`config.mk`:
```
export PLATFORM = sky130hd
export DESIGN_NAME = adc_trig_ctrl
export DESIGN_NICKNAME = d
export VERILOG_FILES = /design/src/rtl/adc_trig_pkg.sv /design/src/rtl/adc_trig_sync.sv /design/src/rtl/adc_trig_detect.sv /design/src/rtl/adc_trig_fsm.sv /design/src/rtl/adc_trig_ctrl.sv
export SDC_FILE = /design/constraint.sdc
export NUM_CORES = 1
export LEC_CHECK = 0
export BUFFER_PORTS_ARGS = -buffer_cell sky130_fd_sc_hd__buf_2
export CAP_MARGIN = 20
export CORE_AREA = 2 2 39 41
export DETAILED_ROUTE_END_ITERATION = 6
export DIE_AREA = 0 0 41 43
export GPL_ROUTABILITY_DRIVEN = 0
export GPL_TIMING_DRIVEN = 0
export PLACE_DENSITY = 0.61
export SLEW_MARGIN = 20
export SYNTH_ARGS = -nofsm -noshare
export SYNTH_HDL_FRONTEND = slang
export SYNTH_SLANG_ARGS = --single-unit
```
`constraint.sdc`:
```
create_clock -name clk_i -period 1.65 [get_ports clk_i]
set_clock_uncertainty 0.2 [all_clocks]
set_input_delay 0.33 -clock clk_i [delete_from_list [all_inputs] [get_ports clk_i]]
set_output_delay 0.33 -clock clk_i [all_outputs]
set_load 0.02 [all_outputs]
```
`src/rtl/adc_trig_pkg.sv`:
```
`timescale 1ns/1ps
package adc_trig_pkg;

  typedef enum logic [1:0] {
    MODE_SW_ONCE = 2'd0,
    MODE_SW_SCAN = 2'd1,
    MODE_EDGE    = 2'd2,
    MODE_LEVEL   = 2'd3
  } trig_mode_e;

  function automatic trig_mode_e decode_mode(input logic trig_en, input logic level,
                                             input logic scan);
    if (!trig_en) return scan ? MODE_SW_SCAN : MODE_SW_ONCE;
    return level ? MODE_LEVEL : MODE_EDGE;
  endfunction

endpackage

```
`src/rtl/adc_trig_sync.sv`:
```
`timescale 1ns/1ps
module adc_trig_sync #(
  parameter int unsigned STAGES = 2
) (
  input  logic clk_i,
  input  logic rst_ni,
  input  logic d_i,
  output logic q_o
);
  localparam int unsigned LAST = STAGES - 1;

  logic [STAGES-1:0] sync_q;

  always_ff @(posedge clk_i or negedge rst_ni) begin
    if (!rst_ni) sync_q[0] <= 1'b0;
    else         sync_q[0] <= d_i;
  end

  for (genvar g = 1; g < STAGES; g++) begin : g_stage
    always_ff @(posedge clk_i or negedge rst_ni) begin
      if (!rst_ni) sync_q[g] <= 1'b0;
      else         sync_q[g] <= sync_q[g-1];
    end
  end

  assign q_o = sync_q[LAST];
endmodule

```
`src/rtl/adc_trig_detect.sv`:
```
`timescale 1ns/1ps
module adc_trig_detect (
  input  logic clk_i,
  input  logic rst_ni,
  input  logic sync_i,
  input  logic polarity_i,
  output logic act_o,
  output logic edge_o
);
  logic act_prev_q;

  // normalise to active-high so that one detector serves both polarities
  assign act_o  = polarity_i ? sync_i : ~sync_i;
  assign edge_o = act_o & ~act_prev_q;

  always_ff @(posedge clk_i or negedge rst_ni) begin
    if (!rst_ni) act_prev_q <= 1'b0;
    else         act_prev_q <= act_o;
  end
endmodule

```
`src/rtl/adc_trig_fsm.sv`:
```
`timescale 1ns/1ps
module adc_trig_fsm
  import adc_trig_pkg::*;
(
  input  logic clk_i,
  input  logic rst_ni,
  input  logic trig_en_i,
  input  logic level_mode_i,
  input  logic scan_i,
  input  logic ctrl_wr_i,
  input  logic act_i,
  input  logic edge_i,
  input  logic sw_start_i,
  input  logic seq_busy_i,
  input  logic seq_done_i,
  input  logic ovr_clr_i,
  output logic start_o,
  output logic ovr_o,
  output logic seq_act_o
);
  trig_mode_e mode;
  logic busy_eff, abort, sw_go;
  logic start_req, ovr_set;
  logic seq_act_q, cont_q, hold_q, start_q, ovr_q;

  assign mode     = decode_mode(trig_en_i, level_mode_i, scan_i);
  // the done cycle counts as idle so that a restart costs no extra cycle
  assign busy_eff = (seq_act_q | seq_busy_i) & ~seq_done_i;
  assign abort    = ctrl_wr_i & seq_act_q;
  assign sw_go    = sw_start_i & ~busy_eff;

  always_comb begin
    start_req = 1'b0;
    ovr_set   = 1'b0;
    unique case (mode)
      MODE_SW_ONCE: start_req = sw_go;
      MODE_SW_SCAN: start_req = sw_go | (cont_q & seq_done_i);
      MODE_EDGE: begin
        start_req = edge_i & ~busy_eff;
        ovr_set   = edge_i & busy_eff;
      end
      MODE_LEVEL:   start_req = act_i & ~busy_eff & (~hold_q | edge_i);
      default:      start_req = 1'b0;
    endcase
    if (abort) start_req = 1'b0;
  end

  always_ff @(posedge clk_i or negedge rst_ni) begin
    if (!rst_ni) begin
      seq_act_q <= 1'b0;
      cont_q    <= 1'b0;
      hold_q    <= 1'b0;
      start_q   <= 1'b0;
      ovr_q     <= 1'b0;
    end else begin
      start_q <= start_req;

      if (start_req)       seq_act_q <= 1'b1;
      else if (seq_done_i) seq_act_q <= 1'b0;

      if (abort || mode != MODE_SW_SCAN) cont_q <= 1'b0;
      else if (sw_go)                    cont_q <= 1'b1;

      if (abort)                                    hold_q <= 1'b1;
      else if (edge_i || (sw_start_i && !trig_en_i)) hold_q <= 1'b0;

      if (ovr_set)        ovr_q <= 1'b1;
      else if (ovr_clr_i) ovr_q <= 1'b0;
    end
  end

  assign start_o   = start_q;
  assign ovr_o     = ovr_q;
  assign seq_act_o = seq_act_q;
endmodule

```
`src/rtl/adc_trig_ctrl.sv`:
```
`timescale 1ns/1ps
module adc_trig_ctrl #(
  parameter int unsigned SYNC_STAGES = 2
) (
  input  logic clk_i,
  input  logic rst_ni,
  input  logic trig_en_i,
  input  logic level_mode_i,
  input  logic polarity_i,
  input  logic scan_i,
  input  logic ctrl_wr_i,
  input  logic trig_i,
  input  logic sw_start_i,
  input  logic seq_busy_i,
  input  logic seq_done_i,
  input  logic ovr_clr_i,
  output logic start_o,
  output logic ovr_o
);
  logic trig_sync, trig_act, trig_edge, seq_act;

  adc_trig_sync #(.STAGES(SYNC_STAGES)) i_sync (
    .clk_i (clk_i),
    .rst_ni(rst_ni),
    .d_i   (trig_i),
    .q_o   (trig_sync)
  );

  adc_trig_detect i_detect (
    .clk_i     (clk_i),
    .rst_ni    (rst_ni),
    .sync_i    (trig_sync),
    .polarity_i(polarity_i),
    .act_o     (trig_act),
    .edge_o    (trig_edge)
  );

  adc_trig_fsm i_fsm (
    .clk_i       (clk_i),
    .rst_ni      (rst_ni),
    .trig_en_i   (trig_en_i),
    .level_mode_i(level_mode_i),
    .scan_i      (scan_i),
    .ctrl_wr_i   (ctrl_wr_i),
    .act_i       (trig_act),
    .edge_i      (trig_edge),
    .sw_start_i  (sw_start_i),
    .seq_busy_i  (seq_busy_i),
    .seq_done_i  (seq_done_i),
    .ovr_clr_i   (ovr_clr_i),
    .start_o     (start_o),
    .ovr_o       (ovr_o),
    .seq_act_o   (seq_act)
  );
endmodule

```
==> results of run 1 <==
## worst max path at each step
stage / start / end / slack [ns] / cells past startpoint
after floorplan: i_fsm.seq_act_o / i_fsm.seq_act_o / 0.41 / 3
final: i_fsm.seq_act_o / i_fsm.seq_act_o / 0.33 / 3
after global routing: i_sync.q_o / i_fsm.seq_act_o / 0.28 / 4
after detailed placement: polarity_i / i_fsm.seq_act_o / 0.26 / 5
after global placement: polarity_i / i_fsm.seq_act_o / 0.27 / 5
after CTS: i_fsm.seq_act_o / i_fsm.seq_act_o / 0.33 / 3
## cell type report
class	count	area, um2	share of cell area, %
Multi-Input combinational cell	20	145	30.0
Inverter	3	11.3	2.33
Sequential cell	8	200	41.3
Timing Repair Buffer	15	85.1	17.6
Tap cell	16	20.0	4.13
Clock buffer	3	22.5	4.65
## stage by stage
stage | setup WS [ns] | cells
finish | 0.331 | 65
global route | 0.276 | 65
CTS | 0.325 | 65
detailed placement | 0.255 | 60
global placement | 0.274 | 60
floorplan | 0.407 | 31
## metal layers
metal,share of wire (%),GRT usage [%],vias to the layer above
li1,-,-,143
met1,41,7.24,138
met2,51,14.4,8
met3,7.5,4.71,0
met4,0,8.00,0
met5,0,0,-
## cells in the final DEF (no fill, tap or decap), drive strengths merged
cell type    netlist  layout
buf                0      13
dfrtp              8       8
inv                3       3
nor2b              3       3
clkbuf             0       3
o21ai              3       3
nor2               2       2
a21oi              2       2
dlygate4sd3        0       2
nand2              1       1
and3b              1       1
xnor2              1       1
a211oi             1       1
a31o               1       1
a311o              1       1
and2               1       1
or2                1       1
nor3b              1       1
a22o               1       1
## critical path: stages, from the launching register on
cell	delay (ns)
dfrtp_1	0.36
nand2_1	0.08
and3b_1	0.21
a311o_1	0.35
## power groups by stage
stage | sequential (mW) | clock, mW | combinational, mW
detailed placement | 0.230 | 0 | 0.0840
CTS | 0.227 | 0.156 | 0.0878
finish | 0.226 | 0.146 | 0.0859
floorplan | 0.234 | 0 | 0.0464
global route | 0.229 | 0.173 | 0.0948
global placement | 0.229 | 0 | 0.0837
## timing repair
| action | in CTS | in global routing |
|---|---|---|
| hold endpoints to repair | 9 | 0 |
| gates resized for setup | 0 | 0 |
| hold buffers | 2 | 0 |
## flip-flops by register name, summed over array words and instances, names as in the netlist
register             cells
i_sync.q_o               1
i_fsm.start_o            1
i_fsm.cont_q             1
i_fsm.seq_act_o          1
i_detect.act_prev_q      1
i_fsm.hold_q             1
i_sync.sync_q            1
i_fsm.ovr_o              1
## cell families (layout without fill, tap and decap cells)
logic type	count (synthesis)	count (layout)	share of synthesized area [%]
simple gates	10	10	16.8
compound gates	9	9	19.3
flops	8	8	56.1
buf+inv	3	21	3.16
xor+xnor	1	1	4.56
==> flow_summary.ini, run 1 <==
[outcome]
status = finished, final reports clean

[sta]
post-route-period-util_pct = 79.9
timing.hold.ws_ns = 0.118
max_slew.worst_pin.slew_ns = 0.184
finalCriticalPeriod_ns = 1.32
setup_violations = 0
hold_viol = 0
slew_headroom_pct = 87.7
finalMaxSlewViolations = 0
rsz0062_at_grt = no
fin_tns_setup_ns = 0
fmax_mhz = 758

[synth]
syn_nets = 43
synth_area_um2 = 357
synth.distinct_cells = 17
yosysMostFrequentCell = dfrtp_1
synthCells = 31
synth_common_cells = dfrtp_1 (8), inv_1 (3), nor2b_1 (3)
synth_area_leaders = dfrtp_1 (56%), nor2b_1 (5.3%), xnor2_2 (4.6%), a211oi_2 (3.5%), inv_1 (3.2%)
synth-seq-cells = 8
synth_edf_count = 0
yosysSeqAreaShare_pct = 56.1
yosysWarnings = 0
synth_area_leader_cell = dfrtp_1
ys.flop_type = dfrtp_1
synth_top_area_share_pct = 56.1
async_flop_share_pct = 100
synth.avg_cell_area_um2 = 11.5

[pwr]
p_clk_share_pct = 31.8
p_leak_nw = 0.242
p_int_mw = 0.343
p_sw_share_pct = 25.0
switchingPower_mw = 0.114
peakVddDrop_uv = 309
p_seq_share_pct = 49.4
pwr-share-comb_pct = 18.8
powerDensity_mw_per_mm2 = 946
power_mw = 0.458

[route]
vias_per_cell = 4.45
firstDrtPassIters = 1
drc = 0
vias = 289
routed_wl_um = 641
ant_nets = 0
wl_per_cell_um = 9.86
drt_iter0_drc = 0

[final_layout]
drive_above_1_share_pct = 40.8
final_util_pct = 35.0
area_growth_pct = 35.8
n_fill_cell = 153
final_area_um2 = 484
antenna-diode-count = 0
nets = 63

[setup_path]
reg2reg_slack_ns = 0.33
r2r_cells = 3
rr_endpoint = i_fsm.seq_act_o
critPathMaxFanout = 3
arrival_ns = 1.25
cp.required_ns = 1.58
cp-start-kind = register
critical_path_class = reg2reg
rr_startpoint = i_fsm.seq_act_o
cp-end-kind = register

[flow_run]
maxCapViolations = 0

[floorplanning]
die_height_um = 43
die_w_um = 41
coreArea_mm2 = 0.00138
dieArea_mm2 = 0.00176
num_rows = 14
pin_count = 14
start_util_pct = 25.8

[place]
placed_area_um2 = 442
placement.io_buffers = 13

[global_route]
grt_max_degree = 9
grt_overflow_total = 0
grt_pass1_vias = 281
grt_usage_pct = 9.00
grt_pass1_wl_um = 972
antenna_found_initial = 0

[clock_tree]
cts.sinks = 8
cts_root_buffer = clkbuf_4
htreeDepth = 1
clkTransAtPathRegs_ns = 0.05
cts_tree = done
post-cts-setup-buffers = 0
clockBufferDepth = 2
insertion_delay_ns = 0.25
numCtsBuffers = 3

[min_path]
worstHoldStart = polarity_i
hold_depth = 2
min_delay_worst_endpoint = i_detect.act_prev_q
holdCritPathClass = in2reg
Power figures use the tool's default switching activity.
==> run 2: changes to the inputs <==
- PLACE_DENSITY: 0.61 -> 0.63
- clock period: 1.65 -> 1.1 ns (I/O delays scaled with it)
==> run 2 against run 1 <==
Net effect: worst setup slack lost 0.51 ns; critical path depth is 1 higher; sequential power increased by 52%; die area unchanged; cell area grew 8.5%; flip-flop and latch count unchanged; cell count up 3.1%; wire length up 2.0%; critical path type unchanged; non-clock buffer count rose by 2; fmax is 2.9% higher; the run now ends with negative setup slack left; largest cell class unchanged; total power grew 56%.
==> flow_summary.ini, run 2 (synthesis results as in run 1) <==
[route]
drc = 0
routed_wl_um = 654
firstDrtPassIters = 2
ant_nets = 0
drt_iter0_drc = 1
wl_per_cell_um = 9.76
vias = 280
vias_per_cell = 4.18

[pwr]
peakVddDrop_uv = 644
powerDensity_mw_per_mm2 = 1360
p_leak_nw = 0.257

[clock_tree]
cts.sinks = 8
cts_root_buffer = clkbuf_4
clkTransAtPathRegs_ns = 0.05
clockBufferDepth = 2
numCtsBuffers = 3
htreeDepth = 1
cts_tree = done
insertion_delay_ns = 0.24

[floorplanning]
die_height_um = 43
dieArea_mm2 = 0.00176
pin_count = 14
coreArea_mm2 = 0.00138
die_w_um = 41
num_rows = 14
start_util_pct = 25.8

[sta]
setup_violations = 7
max_slew.worst_pin.slew_ns = 0.212
post-route-period-util_pct = 117
finalCriticalPeriod_ns = 1.28
fmax_mhz = 780
rsz0062_at_grt = yes
fin_tns_setup_ns = -0.713
slew_headroom_pct = 85.8
finalMaxSlewViolations = 0
layout_setup_ws_ns = -0.182
hold_viol = 0

[place]
dp_slack_ns = -0.201
hpwl_um = 479
placement.io_buffers = 13

[outcome]
status = finished, violations left
violations = negative setup slack

[global_route]
grt_max_degree = 9
grt_overflow_total = 0
grt_pass1_vias = 279
grt_pass1_wl_mm = 1.10
grt_usage_pct = 9.08
antenna_found_initial = 0

[setup_path]
cp-end-kind = register
critical_path_class = reg2reg
critPathMaxFanout = 3
slowest_delay_ns = 0.39
cpLargestDelayFamily = compound AO/OA/AOI/OAI gates
cp_cell_sequence = xnor2_2 > o21ai_2 > a211oi_2 > a311o_1
cp_num_buf_inv = 0
r2r_cells = 4
cp.required_ns = 1.03
crit_cells = 4
arrival_ns = 1.21
cp-start-kind = register
slowest_stage = dfrtp_1

[final_layout]
nets = 65
mostFrequentLayoutCells = buf_2 (11), dfrtp_1 (8), inv_1 (3), nor2b_1 (3), clkbuf_4 (3)
final_common_cell = buf_2
antenna-diode-count = 0
drive_above_1_share_pct = 51.0
area_growth_pct = 47.4

[flow_run]
maxCapViolations = 0

[min_path]
holdCritPathClass = in2reg
hold_depth = 3
run 2: cell type report:
cell class | count | area (um2)
fillers | 138 | 858
flip-flops and latches | 8 | 200
multi-input cells | 20 | 159
repair buffers | 17 | 113
clock buffers | 3 | 22.5
well taps | 16 | 20.0
inverters | 3 | 11.3
run 2: worst paths after layout:
path | slack, ns | startpoint | to
worst max register to register | -0.18 | i_sync.q_o | i_fsm.seq_act_o
worst min register to register | 0.15 | i_sync.sync_q[0] | i_sync.q_o
worst min-delay path | 0.03 | ctrl_wr_i | i_fsm.hold_q
worst max-delay path | -0.18 | i_sync.q_o | i_fsm.seq_act_o
max in group asynchronous | 0.39 | rst_ni | i_fsm.ovr_o
min in group asynchronous | 0.15 | rst_ni | i_fsm.start_o
run 2: stage by stage:
stage / instances / area, um2 / util [%] / hold slack [ns] / power (mW)
finish: 67 / 526 / 38.0 / 0.0327 / 0.714
global route: 67 / 526 / 38.0 / 0.0701 / 0.755
CTS: 66 / 518 / 37.4 / 0.00367 / 0.721
detailed placement: 60 / 442 / 31.9 / -0.128 / 0.470
global placement: 60 / 442 / 31.9 / -0.128 / 0.470
floorplan: 31 / 357 / - / -0.276 / 0.422
run 2: tightest hold or removal path, cell delays in order:
cell	delay, ns
buf_2	0.09
nand2_2	0.06
o21ai_1	0.07
run 2: timing repair:
| action | CTS | global route |
|---|---|---|
| endpoints found under the setup margin | 7 | 7 |
| buffers inserted | 1 | 1 |
| pin swaps | 5 | 1 |
| gates resized for setup | 8 | 0 |
| hold endpoints to repair | 9 | 0 |
| hold buffers | 2 | 0 |
run 2: layer usage:
layer	global-route usage, %	vias up	part of all wire (%)
met4	4.00	0	0
met1	13.2	123	46
met3	2.62	0	6.3
met5	0	-	0
met2	12.2	8	47
li1	-	149	-
run 2: report_power, final:
| group | switching (mW) | internal (mW) | leakage, nW |
|---|---|---|---|
| Clock | 0.0927 | 0.124 | 0.0138 |
| Sequential | 0.0173 | 0.326 | 0.0993 |
| Combinational | 0.0709 | 0.0832 | 0.143 |
==> run 3: changes to the inputs <==
- SKIP_LAST_GASP: unset -> 1
==> run 3 against run 2 <==
Net effect: the run still ends with negative setup slack left; largest cell class unchanged; core utilization is the same; non-clock buffer count unchanged; sequential power about the same; critical path depth unchanged; combinational power about the same; critical path type unchanged.
==> flow_summary.ini, run 3 (synthesis results as in run 1) <==
[sta]
fin_tns_setup_ns = -0.713
rsz0062_at_grt = yes
max_slew.worst_pin.slew_ns = 0.212
layout_setup_ws_ns = -0.182
setup_violations = 7
finalMaxSlewViolations = 0
fmax_mhz = 780
post-route-period-util_pct = 117
slew_headroom_pct = 85.8
hold_viol = 0
finalCriticalPeriod_ns = 1.28

[setup_path]
arrival_ns = 1.21
cp-start-kind = register
slowest_delay_ns = 0.39
slowest_stage = dfrtp_1
cp_num_buf_inv = 0
rr_startpoint = i_sync.q_o
cp-end-kind = register
reg2reg_slack_ns = -0.18
cp.required_ns = 1.03
rr_endpoint = i_fsm.seq_act_o
cp_cell_sequence = xnor2_2 > o21ai_2 > a211oi_2 > a311o_1
critical_path_class = reg2reg
cpLargestDelayFamily = compound AO/OA/AOI/OAI gates
r2r_cells = 4
critPathMaxFanout = 3

[outcome]
status = finished, violations left
violations = negative setup slack

[final_layout]
final_area_um2 = 526
nets = 65
fin_cells = 67
drive_above_1_share_pct = 51.0
antenna-diode-count = 0
mostFrequentLayoutCells = buf_2 (11), dfrtp_1 (8), inv_1 (3), nor2b_1 (3), clkbuf_4 (3)
final_common_cell = buf_2
area_growth_pct = 47.4

[global_route]
grt_pass1_wl_mm = 1.10
grt_pass1_vias = 279
grt_usage_pct = 9.08
grt_max_degree = 9
antenna_found_initial = 0
grt_overflow_total = 0

[pwr]
powerDensity_mw_per_mm2 = 1360
power_mw = 0.714
peakVddDrop_uv = 644
p_leak_nw = 0.257

[floorplanning]
dieArea_mm2 = 0.00176
coreArea_mm2 = 0.00138
die_w_um = 41
num_rows = 14
die_height_um = 43
pin_count = 14
start_util_pct = 25.8

[route]
vias_per_cell = 4.18
wl_per_cell_um = 9.76
firstDrtPassIters = 2
drc = 0
vias = 280
drt_iter0_drc = 1
ant_nets = 0
routed_wl_um = 654

[clock_tree]
insertion_delay_ns = 0.24
clockBufferDepth = 2
numCtsBuffers = 3
cts.sinks = 8
htreeDepth = 1
clkTransAtPathRegs_ns = 0.05
cts_tree = done
cts_root_buffer = clkbuf_4

[place]
dp_slack_ns = -0.201
placement.io_buffers = 13
hpwl_um = 479
dpl.cell_count = 60
placed_area_um2 = 442

[min_path]
worstHoldStart = ctrl_wr_i
hold_depth = 3
holdCritPathClass = in2reg
min_delay_worst_endpoint = i_fsm.hold_q

[flow_run]
maxCapViolations = 0
[run 3: cell counts in the layout (fill, tap and decap cells not counted)]
No cell type changed its count.
[run 3: power by group]
part	switching (mW)	internal [mW]	leakage, nW
Clock	0.0927	0.124	0.0138
Sequential	0.0173	0.326	0.0993
Combinational	0.0709	0.0832	0.143
Total	0.181	0.533	0.257
[run 3: area by class of cell]
| class | instances | area, um2 |
|---|---|---|
| fillers | 138 | 858 |
| multi-input cells | 20 | 159 |
| inverters | 3 | 11.3 |
| well taps | 16 | 20.0 |
| repair buffers | 17 | 113 |
| flip-flops and latches | 8 | 200 |
| clock buffers | 3 | 22.5 |
[run 3: stage by stage]
| stage | utilization (%) | hold slack, ns |
|---|---|---|
| after floorplan | - | -0.276 |
| after global placement | 31.9 | -0.128 |
| after detailed placement | 31.9 | -0.128 |
| after CTS | 37.4 | 0.00367 |
| after global routing | 38.0 | 0.0701 |
| final | 38.0 | 0.0327 |
[run 3: tightest hold or removal path, delay by kind of cell]
kind | cells | cell delay (ns)
AND/OR/NAND/NOR | 1 | 0.06
AO/OA/AOI/OAI | 1 | 0.07
buffers and inverters | 1 | 0.09
[run 3: per-layer routing]
metal  share of wire [%]  global-route usage, %
met1                  46                   13.2
met3                 6.3                   2.62
met5                   0                      0
met4                   0                   4.00
met2                  47                   12.2
[run 3: how the worst max path moves through the flow]
stage               slack, ns  depth (start not counted)             from         endpoint
global placement        -0.19                          3  i_fsm.seq_act_o  i_fsm.seq_act_o
CTS                     -0.18                          4       i_sync.q_o  i_fsm.seq_act_o
detailed placement      -0.20                          4       i_sync.q_o  i_fsm.seq_act_o
global route            -0.24                          4       i_sync.q_o    i_fsm.start_o
floorplan               -0.14                          4       i_sync.q_o  i_fsm.seq_act_o
finish                  -0.18                          4       i_sync.q_o  i_fsm.seq_act_o
[run 3: what timing repair did]
action	CTS	global route
setup buffers	1	1
setup endpoints to repair	7	7
hold buffers	2	0
pin swaps	5	1
endpoints found under the hold margin	9	0
gates resized for setup	8	0
